**src/rtl/frac_mac_pkg.sv**
```systemverilog
// Shared encodings for the fractional MAC unit.
package frac_mac_pkg;
    typedef enum logic [1:0] {OP_LOAD = 2'd0, OP_ADD = 2'd1, OP_SUB = 2'd2, OP_CLR = 2'd3} mac_op_e;
    typedef enum logic [2:0] {FMT_SF = 3'd0, FMT_UF = 3'd1, FMT_SI = 3'd2, FMT_UI = 3'd3, FMT_MIX = 3'd4} mac_fmt_e;
    typedef enum logic [1:0] {EXT_HRND = 2'd0, EXT_HTRN = 2'd1, EXT_WORD = 2'd2, EXT_WX2 = 2'd3} mac_ext_e;
endpackage

```
**src/rtl/mac_mult.sv**
```systemverilog
// Operand multiplier: extends operands by format, multiplies, applies the
// fractional left shift and the -1 x -1 clamp, sign-extends to ACC_W.
// Assumes ACC_W exceeds 2*OP_W+2.
module mac_mult
    import frac_mac_pkg::*;
#(
    parameter int OP_W  = 16,
    parameter int ACC_W = 40
) (
    input  logic [OP_W-1:0]  a,
    input  logic [OP_W-1:0]  b,
    input  mac_fmt_e         fmt,
    output logic [ACC_W-1:0] prod_o
);
    localparam int PW = 2*OP_W + 2;
    localparam logic [OP_W-1:0] NEG_ONE = {1'b1, {(OP_W-1){1'b0}}};
    localparam logic [PW-1:0]   FR_MAX  = {{(PW-2*OP_W+1){1'b0}}, {(2*OP_W-1){1'b1}}};

    logic a_sgn, b_sgn, corner;
    logic signed [OP_W:0] ax, bx;
    logic signed [PW-1:0] raw;
    logic [PW-1:0]        shaped;

    // Operand signedness per format
    always_comb begin
        a_sgn = (fmt == FMT_SF) || (fmt == FMT_SI) || (fmt == FMT_MIX);
        b_sgn = (fmt == FMT_SF) || (fmt == FMT_SI);
        ax = {a_sgn & a[OP_W-1], a};
        bx = {b_sgn & b[OP_W-1], b};
        raw = PW'(ax) * PW'(bx);
    end

    // Fraction alignment and corner clamp
    always_comb begin
        corner = (fmt == FMT_SF) && (a == NEG_ONE) && (b == NEG_ONE);
        if (corner)
            shaped = FR_MAX;
        else if (fmt == FMT_SF)
            shaped = {raw[PW-2:0], 1'b0};
        else
            shaped = raw;
        prod_o = {{(ACC_W-PW){shaped[PW-1]}}, shaped};
    end

    // unsigned-by-unsigned products are never negative
    always_comb begin
        if (fmt == FMT_UF || fmt == FMT_UI)
            a_r3_unsigned_nonneg: assert (prod_o[ACC_W-1] == 1'b0);
    end
endmodule

```
**src/rtl/mac_accum.sv**
```systemverilog
// Accumulator register with load/add/subtract/clear and 40-bit saturation.
// Overflow flag reflects the last enabled operation.
module mac_accum
    import frac_mac_pkg::*;
#(
    parameter int ACC_W = 40
) (
    input  logic             clk,
    input  logic             rst_n,
    input  logic             en,
    input  mac_op_e          op,
    input  logic [ACC_W-1:0] prod,
    output logic [ACC_W-1:0] acc_q,
    output logic             ovf_q
);
    localparam logic [ACC_W-1:0] ACC_MAX = {1'b0, {(ACC_W-1){1'b1}}};
    localparam logic [ACC_W-1:0] ACC_MIN = {1'b1, {(ACC_W-1){1'b0}}};

    logic [ACC_W:0]   sum;
    logic             sum_ovf;
    logic [ACC_W-1:0] sum_sat;

    // Wide add/subtract with overflow detection and clamp
    always_comb begin
        if (op == OP_SUB)
            sum = {acc_q[ACC_W-1], acc_q} - {prod[ACC_W-1], prod};
        else
            sum = {acc_q[ACC_W-1], acc_q} + {prod[ACC_W-1], prod};
        sum_ovf = sum[ACC_W] ^ sum[ACC_W-1];
        sum_sat = sum_ovf ? (sum[ACC_W] ? ACC_MIN : ACC_MAX) : sum[ACC_W-1:0];
    end

    // Accumulator and flag update
    always_ff @(posedge clk) begin
        if (!rst_n) begin
            acc_q <= '0;
            ovf_q <= 1'b0;
        end else if (en) begin
            case (op)
                OP_LOAD: begin acc_q <= prod;    ovf_q <= 1'b0;    end
                OP_ADD,
                OP_SUB:  begin acc_q <= sum_sat; ovf_q <= sum_ovf; end
                default: begin acc_q <= '0;      ovf_q <= 1'b0;    end
            endcase
        end
    end

    a_r4_load: assert property (@(posedge clk) disable iff (!rst_n)
        en && op == OP_LOAD |=> acc_q == $past(prod) && !ovf_q);
    a_r5_hold: assert property (@(posedge clk) disable iff (!rst_n)
        !en |=> $stable(acc_q) && $stable(ovf_q));
    a_r6_clear: assert property (@(posedge clk) disable iff (!rst_n)
        en && op == OP_CLR |=> acc_q == '0 && !ovf_q);
    a_r7_sat_limit: assert property (@(posedge clk) disable iff (!rst_n)
        ovf_q |-> acc_q == ACC_MAX || acc_q == ACC_MIN);
endmodule

```
**src/rtl/mac_extract.sv**
```systemverilog
// Combinational extraction of half-word (round/truncate) or word (plain or
// doubled) from the accumulator, each saturated to signed range.
module mac_extract
    import frac_mac_pkg::*;
#(
    parameter int OP_W  = 16,
    parameter int ACC_W = 40
) (
    input  logic [ACC_W-1:0]  acc,
    input  mac_ext_e          sel,
    output logic [2*OP_W-1:0] res_o
);
    localparam int XW = ACC_W + 1;
    localparam int WW = 2 * OP_W;
    localparam logic [XW-1:0] RND_INC = XW'(1) << (OP_W - 1);

    function automatic logic [WW-1:0] sat_word(input logic [XW-1:0] v);
        logic fits;
        fits = (&v[XW-1:WW-1]) | ~(|v[XW-1:WW-1]);
        if (fits)
            return v[WW-1:0];
        return v[XW-1] ? {1'b1, {(WW-1){1'b0}}} : {1'b0, {(WW-1){1'b1}}};
    endfunction

    logic [XW-1:0] acc_x;
    logic [WW-1:0] w_rnd, w_trn;

    // Select and saturate the requested view
    always_comb begin
        acc_x = {acc[ACC_W-1], acc};
        w_rnd = sat_word(acc_x + RND_INC);
        w_trn = sat_word(acc_x);
        case (sel)
            EXT_HRND: res_o = {{OP_W{w_rnd[WW-1]}}, w_rnd[WW-1:OP_W]};
            EXT_HTRN: res_o = {{OP_W{w_trn[WW-1]}}, w_trn[WW-1:OP_W]};
            EXT_WORD: res_o = w_trn;
            default:  res_o = sat_word({acc, 1'b0});
        endcase
    end

    // a word view that is unsaturated matches the low accumulator bits
    always_comb begin
        if (sel == EXT_WORD && res_o[WW-1] == acc[ACC_W-1])
            a_r10_word_pass: assert (res_o == acc[WW-1:0] || res_o == {1'b0, {(WW-1){1'b1}}}
                                     || res_o == {1'b1, {(WW-1){1'b0}}});
    end
endmodule

```
**src/rtl/frac_mac40.sv**
```systemverilog
// Top of the fractional MAC: multiplier, 40-bit accumulator, extractor.
// Accumulator updates one edge after en; res_o is combinational.
module frac_mac40
    import frac_mac_pkg::*;
#(
    parameter int OP_W  = 16,
    parameter int GUARD = 8,
    localparam int ACC_W = 2*OP_W + GUARD
) (
    input  logic              clk,
    input  logic              rst_n,
    input  logic              en,
    input  logic [1:0]        op,
    input  logic [2:0]        fmt,
    input  logic [OP_W-1:0]   a,
    input  logic [OP_W-1:0]   b,
    input  logic [1:0]        ext_sel,
    output logic [ACC_W-1:0]  acc_o,
    output logic [2*OP_W-1:0] res_o,
    output logic              ovf_o
);
    logic [ACC_W-1:0] prod;

    mac_mult #(.OP_W(OP_W), .ACC_W(ACC_W)) u_mult (
        .a(a), .b(b), .fmt(mac_fmt_e'(fmt)), .prod_o(prod)
    );

    mac_accum #(.ACC_W(ACC_W)) u_acc (
        .clk(clk), .rst_n(rst_n), .en(en), .op(mac_op_e'(op)),
        .prod(prod), .acc_q(acc_o), .ovf_q(ovf_o)
    );

    mac_extract #(.OP_W(OP_W), .ACC_W(ACC_W)) u_ext (
        .acc(acc_o), .sel(mac_ext_e'(ext_sel)), .res_o(res_o)
    );
endmodule

```
**config.mk**
```make
export PLATFORM = sky130hd
export DESIGN_NAME = frac_mac40
export DESIGN_NICKNAME = d
export VERILOG_FILES = /design/src/rtl/frac_mac_pkg.sv /design/src/rtl/mac_mult.sv /design/src/rtl/mac_accum.sv /design/src/rtl/mac_extract.sv /design/src/rtl/frac_mac40.sv
export SDC_FILE = /design/constraint.sdc
export NUM_CORES = 1
export LEC_CHECK = 0
export CORE_MARGIN = 5
export CORE_UTILIZATION = 50
export DETAILED_ROUTE_END_ITERATION = 8
export DONT_BUFFER_PORTS = 1
export PLACE_DENSITY = 0.64
export REMOVE_ABC_BUFFERS = 1
export SLEW_MARGIN = 5
export SYNTH_ARGS = -nofsm -noshare
export SYNTH_HDL_FRONTEND = slang
export SYNTH_HIERARCHICAL = 1
export SYNTH_SLANG_ARGS = --single-unit
```
**constraint.sdc**
```tcl
create_clock -name clk -period 18.1 [get_ports clk]
set_input_delay 0.905 -clock clk [delete_from_list [all_inputs] [get_ports clk]]
set_output_delay 0.905 -clock clk [all_outputs]
set_load 0.01 [all_outputs]
```
==> summary.txt, run 1 <==
Synth
  • Mux share of post-synthesis cell area: 0.001701
  • Area leader, netlist: fa_1
  • Post-synthesis simple-gate area fraction: 0.1878
  • Number of flops mapped to enable cells by yosys: 0
  • Compound-cell area share of the yosys netlist: 0.1783
  • Adder-Cell Fraction of Synth Area: 0.4122
  • Synthesized-area fraction occupied by xor and xnor cells: 0.06218
  • Prevailing post-synth register cell: dfxtp_1
  • Syn avg cell area: 7.860 sq um
  • Ys async rst share: 0
  • Seq/Total Area, Yosys: 0.04463
  • Post-synthesis cell area: 0.01839 sq mm
  • Ys Warns: 6
  • Netlist cell types: 90
  • #FFs+latches synth: 41
  • Ranking of synthesized cells by area: fa_1 (32%), ha_1 (8.8%), inv_1 (7.9%)
  • Largest family of logic cells by synthesized area: adder cells
  • Area share of the largest cell type after synthesis: 0.3233
  • Cells after Synth: 2340

Worst setup path
  • CP peak stage delay: about 800 ps
  • Required time worst endpoint: 18240 ps
  • WP data arrival: roughly 12000 ps
  • CP max-delay cell: xor3_1
  • Setup CP Type: primary input to register
  • Worst Setup End Kind: register
  • Max FO, Critical Path: 17
  • Startpoint types: primary input
  • Most frequent CP cell: fa_1

Die
  • Width of the die: about 200 microns
  • Ports: 115
  • CORE AREA: 0.03643 sq mm
  • Core Rows: 70
  • Initial Utilization: 0.5048
  • Height of the die: ~200 microns
  • DIE AREA: 0.04072 sq mm

Clock tree
  • Postcts setup bufs: 0
  • Worst-Skew Late Latency: 290 ps
  • CTS root buf: clkbuf_16
  • Clk pin slew, worst setup/hold paths: 70 ps
  • CTS buffer count: 5
  • Post-cts sizing count: 0
  • H-tree depth: 2
  • Hold buffers post-CTS: 0
  • Clock buffer depth: 2
  • CTS tree: built
  • Clk sinks: 41

Finish
  • Ant. Diodes: 0
  • Final Net Count: 2692
  • Area Overhead vs Synth: 1.293%
  • Most frequent cells in the layout: inv_1 (389), nand2_1 (297), fa_1 (297)
  • FF/Latch Area: 820.8 sq um
  • Fraction of layout cells with a size suffix above 1: 0.03192
  • Commonest non-fill, non-tap cell in the layout: inv_1
  • Fill cells: 3589
  • Area of the multi-input gates: 0.01552 sq mm

Timing
  • Min Tclk post-route: 11660 ps
  • Setup tns final: 0 ps
  • Slew @ Worst Pin: around 1100 ps
  • Skew final: 7.179 ps
  • RSZ-0062 raised after global routing: false
  • Maximum clock frequency: 85.76 MHz
  • Final worst path period share: 0.6442
  • Slew margin rel.: 0.2307
  • Slew Viols, Final: 0
  • Final setup viols: 0
  • Final hold violations: 0

Route
  • DR pass1 iterations: 6
  • Routed wire length: 50.44 mm
  • Initial DRC Count: 1040
  • Vias/cell: 5.835
  • WL/cell: 18.74 microns
  • Routed Antenna Nets: 0
  • DRC viols: 0
  • Vias post-DR: 15710

Placement
  • PortBufs: 0
  • Detailed Place HPWL: 41.10 mm
  • Routability congestion estimate from global placement: 0.9128

Global routing
  • Total global-route track usage: 0.2465
  • GRT overflow: 0
  • Initial antenna violation count: 0
  • Vias in the first global route: ~16000
  • Largest net degree at the start of global routing: 72
  • First-pass GRT wire length: 84.17 mm

Outcome
  • Status: completed

Hold path
  • Worst hold path type: register to register

Flow run
  • Max-Cap Viols: 0
per-layer routing:
layer,wire [microns],track usage
met3,2960,0.02615
met2,24350,0.4322
met1,22380,0.3360
met4,744,0.04248
met5,0,0
sequential cells by signal, summed over array words and instances (netlist names):
name	cells
u_acc/ovf_q	1
u_acc/acc_q	40
area by class of cell:
type	count	share of cell area
Sequential cell	41	0.04406
Inverter	389	0.07837
Multi-Input combinational cell	1774	0.8330
Tap cell	468	0.03143
Timing Repair Buffer	12	0.004835
Clock buffer	5	0.006716
Clock inverter	3	0.001545
path summary, 6_finish.rpt:
kind | cells past startpoint | start | slack (ps) | endpoint
max | 35 | fmt[2] | 6440 | u_acc/acc_q[16]$_SDFFE_PN0P_
min | 2 | u_acc/ovf_q$_SDFFE_PN0P_ | 510 | u_acc/ovf_q$_SDFFE_PN0P_
max reg2reg | 10 | u_acc/acc_q[18]$_SDFFE_PN0P_ | 13550 | u_acc/acc_q[16]$_SDFFE_PN0P_
min reg2reg | 2 | u_acc/ovf_q$_SDFFE_PN0P_ | 510 | u_acc/ovf_q$_SDFFE_PN0P_
cells by family (layout without fill, tap and decap cells):
family,after synthesis,count (layout)
AOI/OAI and AO/OA,507,507
xor gates and xnor gates,128,128
DFF,41,41
and+or+nand+nor,708,708
buffers and inverters,525,409
muxes,3,3
adders and majority gates,428,428
through the flow:
| step | instances | hold WS, ps | instance area [sq um] | setup slack (ps) | util |
|---|---|---|---|---|---|
| after floorplan | 2204 | 487.9 | 17770 | 6492 | - |
| after global placement | 2684 | 509.1 | 18480 | 6486 | 0.5071 |
| after detailed placement | 2684 | 507.7 | 18480 | 6194 | 0.5071 |
| after CTS | 2692 | 519.0 | 18630 | 6499 | 0.5113 |
| after global routing | 2692 | 550.6 | 18630 | 5862 | 0.5113 |
| final | 2692 | 514.5 | 18630 | 6440 | 0.5113 |
synthesized netlist by cell type (5+ instances only):
cell       count
nand2b_1       9
o2111ai_1      5
and2_1       123
or3_1          9
xnor2_1       90
o21ai_1       20
a221oi_1       7
fa_1         297
a31oi_1       29
a21o_1        28
o22ai_1       15
and3_1         9
o21a_1        21
nor4_1        19
o31a_1         5
o21ai_0       92
nand3_1       42
or2_2          7
nand2_1      297
a211oi_1      18
nor2_1       105
o211ai_1      23
o21bai_1       8
nor2b_1       13
inv_1        389
nor3_1        26
buf_6          7
a21boi_0       8
buf_2         11
a211o_1        6
nand4_1       20
xor2_1        36
dfxtp_1       41
a21oi_1      155
ha_1         130
buf_4          9
a211oi_2       8
clkbuf_1     100
a22oi_1       17
critical path, delay by kind of cell:
kind,cells,cell delay (ps)
buf+inv,4,710
xor+xnor,4,1420
simple gates,8,2580
fa+ha+maj,8,3860
compound gates,11,2300
Power of run 1 is left out: the tool's default activity adds up to more than one toggle a clock period on the data nets, which glitch-free logic cannot reach.
==> run 2: changes to the inputs <==
- PLACE_DENSITY: 0.64 -> 0.67
- clock period: 18.1 -> 10.4 ns (I/O delays scaled with it)
==> run 2 against run 1 <==
Effect of this change: critical path depth up 3; cell area up 1.5%; clock-buffer cell count did not move; worst hold slack lost 180 ps; worst setup slack got worse by 6000 ps; non-clock buffer count rose by 26; first-iteration DRC count increased by 3.1%; clock skew increased by 0.98 ps; die area did not move; sequential share of layout area decreased by 0.064 points; routed wire length grew 1.6%; critical path type unchanged; highest routed layer unchanged.
==> summary.txt, run 2 (synthesis gave the netlist of run 1 again) <==
Die
  • DIE AREA: 0.04072 sq mm (unchanged)
  • Width of the die: 201.8 microns (unchanged)
  • Core Rows: 70 (unchanged)
  • Ports: 115 (unchanged)
  • Height of the die: 201.8 microns (unchanged)
  • CORE AREA: 0.03643 sq mm (unchanged)
  • Initial Utilization: 0.5048 (unchanged)

Clock tree
  • CTS buffer count: 5 (unchanged)
  • Clock buffer depth: 2 (unchanged)
  • CTS root buf: clkbuf_16
  • H-tree depth: 2 (unchanged)
  • Worst-Skew Late Latency: 290 ps (about the same)
  • CTS tree: built
  • Clk sinks: 41 (unchanged)
  • Clk pin slew, worst setup/hold paths: 70 ps (about the same)
  • Hold buffers post-CTS: 0 (unchanged)

Worst setup path
  • Setup CP Type: primary input to register
  • Required time worst endpoint: 10570 ps (-7670 ps)
  • R2r setup slk: 6400 ps (-7150 ps)
  • Worst Setup End Kind: register
  • WP data arrival: 10130 ps (-1670 ps)
  • CP max-delay cell: or4_4
  • R2R Path End: u_acc/acc_q[38]$_SDFFE_PN0P_
  • Most frequent CP cell: fa_1
  • Startpoint types: primary input
  • Worst r2r src: u_acc/acc_q[19]$_SDFFE_PN0P_
  • Max FO, Critical Path: 16 (-1)
  • R2R depth: 11 (+1)
  • CP peak stage delay: 560 ps (-240 ps)

Finish
  • Final cell count without fillers: 2718 (+0.97%)
  • Top reg by flops: u_acc/acc_q
  • Area Overhead vs Synth: 2.775%
  • Largest registers: u_acc/acc_q (40), u_acc/ovf_q (1)
  • FF/Latch Area: 820.8 sq um (unchanged)
  • Commonest non-fill, non-tap cell in the layout: inv_1
  • Fraction of layout cells with a size suffix above 1: 0.04844 (+0.01652)
  • Ant. Diodes: 0 (unchanged)
  • Fin util: 0.5188 (+0.007487)
  • Fill cells: 3517 (-2.0%)
  • Final Net Count: 2718 (+0.97%)
  • Area of the multi-input gates: 0.01558 sq mm (+0.41%)
  • Max reg flops: 40 (unchanged)
  • Most frequent cells in the layout: inv_1 (388), nand2_1 (297), fa_1 (296)

Route
  • WL/cell: 18.86 microns (+0.64%)
  • Initial DRC Count: 1072 (+3.1%)
  • Vias post-DR: 16000 (+1.9%)
  • Vias/cell: 5.886 (+0.88%)
  • DRC viols: 0 (unchanged)
  • Routed wire length: 51.26 mm (+1.6%)
  • Routed Antenna Nets: 0 (unchanged)
  • DR pass1 iterations: 5 (-1)

Placement
  • Placed Instances: 2709 (+0.93%)
  • Routability congestion estimate from global placement: 0.9080 (-0.53%)
  • Detailed Place HPWL: 40.57 mm (-1.3%)
  • PortBufs: 0 (unchanged)

Global routing
  • Vias in the first global route: 16330 (+0.80%)
  • Total global-route track usage: 0.2475 (+0.001063)
  • GRT overflow: 0 (unchanged)
  • First-pass GRT wire length: 84.65 mm (+0.57%)
  • Largest net degree at the start of global routing: 72 (unchanged)
  • Initial antenna violation count: 0 (unchanged)

Flow run
  • Max-Cap Viols: 0 (unchanged)

Hold path
  • Hold Path End: u_acc/acc_q[10]$_SDFFE_PN0P_
  • Hold path cells: 1 (-1)
  • HP Start: en
  • Worst hold path type: primary input to register

Timing
  • Final hold violations: 0 (unchanged)
  • Final setup viols: 0 (unchanged)
  • Skew final: 8.159 ps (+0.9791 ps)
  • Setup tns final: 0 ps (unchanged)
  • Final worst path period share: 0.9573
  • Maximum clock frequency: between 100 and 150 MHz
  • Min Tclk post-route: roughly 10000 ps
  • Slew @ Worst Pin: 1185 ps (+36.33 ps)
  • Slew margin rel.: 0.2064 (-0.02432)
  • Slew Viols, Final: 0 (unchanged)

Outcome
  • Status: completed
run 2: metrics by stage:
stage	hold WS, ps	setup WS, ps	area (sq um)
after detailed placement	530.4	-97.02	18690
final	332.4	444.0	18900
after global placement	516.5	94.56	18690
after CTS	332.9	202.5	18830
after floorplan	487.9	-823.1	17770
after global routing	329.7	-29.04	18900
run 2: area by class of cell:
| cell class | count | share of cell area |
|---|---|---|
| clock buffer | 5 | 0.006619 |
| clock inverter | 3 | 0.0009267 |
| inverter | 389 | 0.07724 |
| multi-input combinational | 1774 | 0.8244 |
| sequential | 41 | 0.04342 |
| tap | 468 | 0.03098 |
| timing repair buffer | 38 | 0.01642 |
run 2: critical path: cells and delay by family:
kind                     cells  cell delay, ps
XOR/XNOR                     3             400
AND/OR/NAND/NOR              9            2040
AO/OA/AOI/OAI               11            2680
adder cells (fa/ha/maj)      8            3760
buffers and inverters        7             730
run 2: timing repair:
item,CTS,global route
endpoints found under the setup margin,0,40
buffers inserted,0,1
gates resized for setup,0,14
run 2: worst max-delay path by stage:
stage                start                      endpoint
floorplan           fmt[2]  u_acc/acc_q[16]$_SDFFE_PN0P_
global placement    fmt[2]  u_acc/acc_q[16]$_SDFFE_PN0P_
detailed placement  fmt[2]  u_acc/acc_q[16]$_SDFFE_PN0P_
CTS                 fmt[2]  u_acc/acc_q[34]$_SDFFE_PN0P_
global route        fmt[2]  u_acc/acc_q[16]$_SDFFE_PN0P_
finish              fmt[2]  u_acc/acc_q[37]$_SDFFE_PN0P_
run 2: routing by layer:
metal  vias up  GRT usage  wire [microns]
li1       7420          -               -
met1      7894     0.3426           22480
met2       591     0.4146           23870
met4         0    0.06396            1219
met5         -          0               0
met3        94    0.03016            3677
Power of run 2 is left out for the same reason.
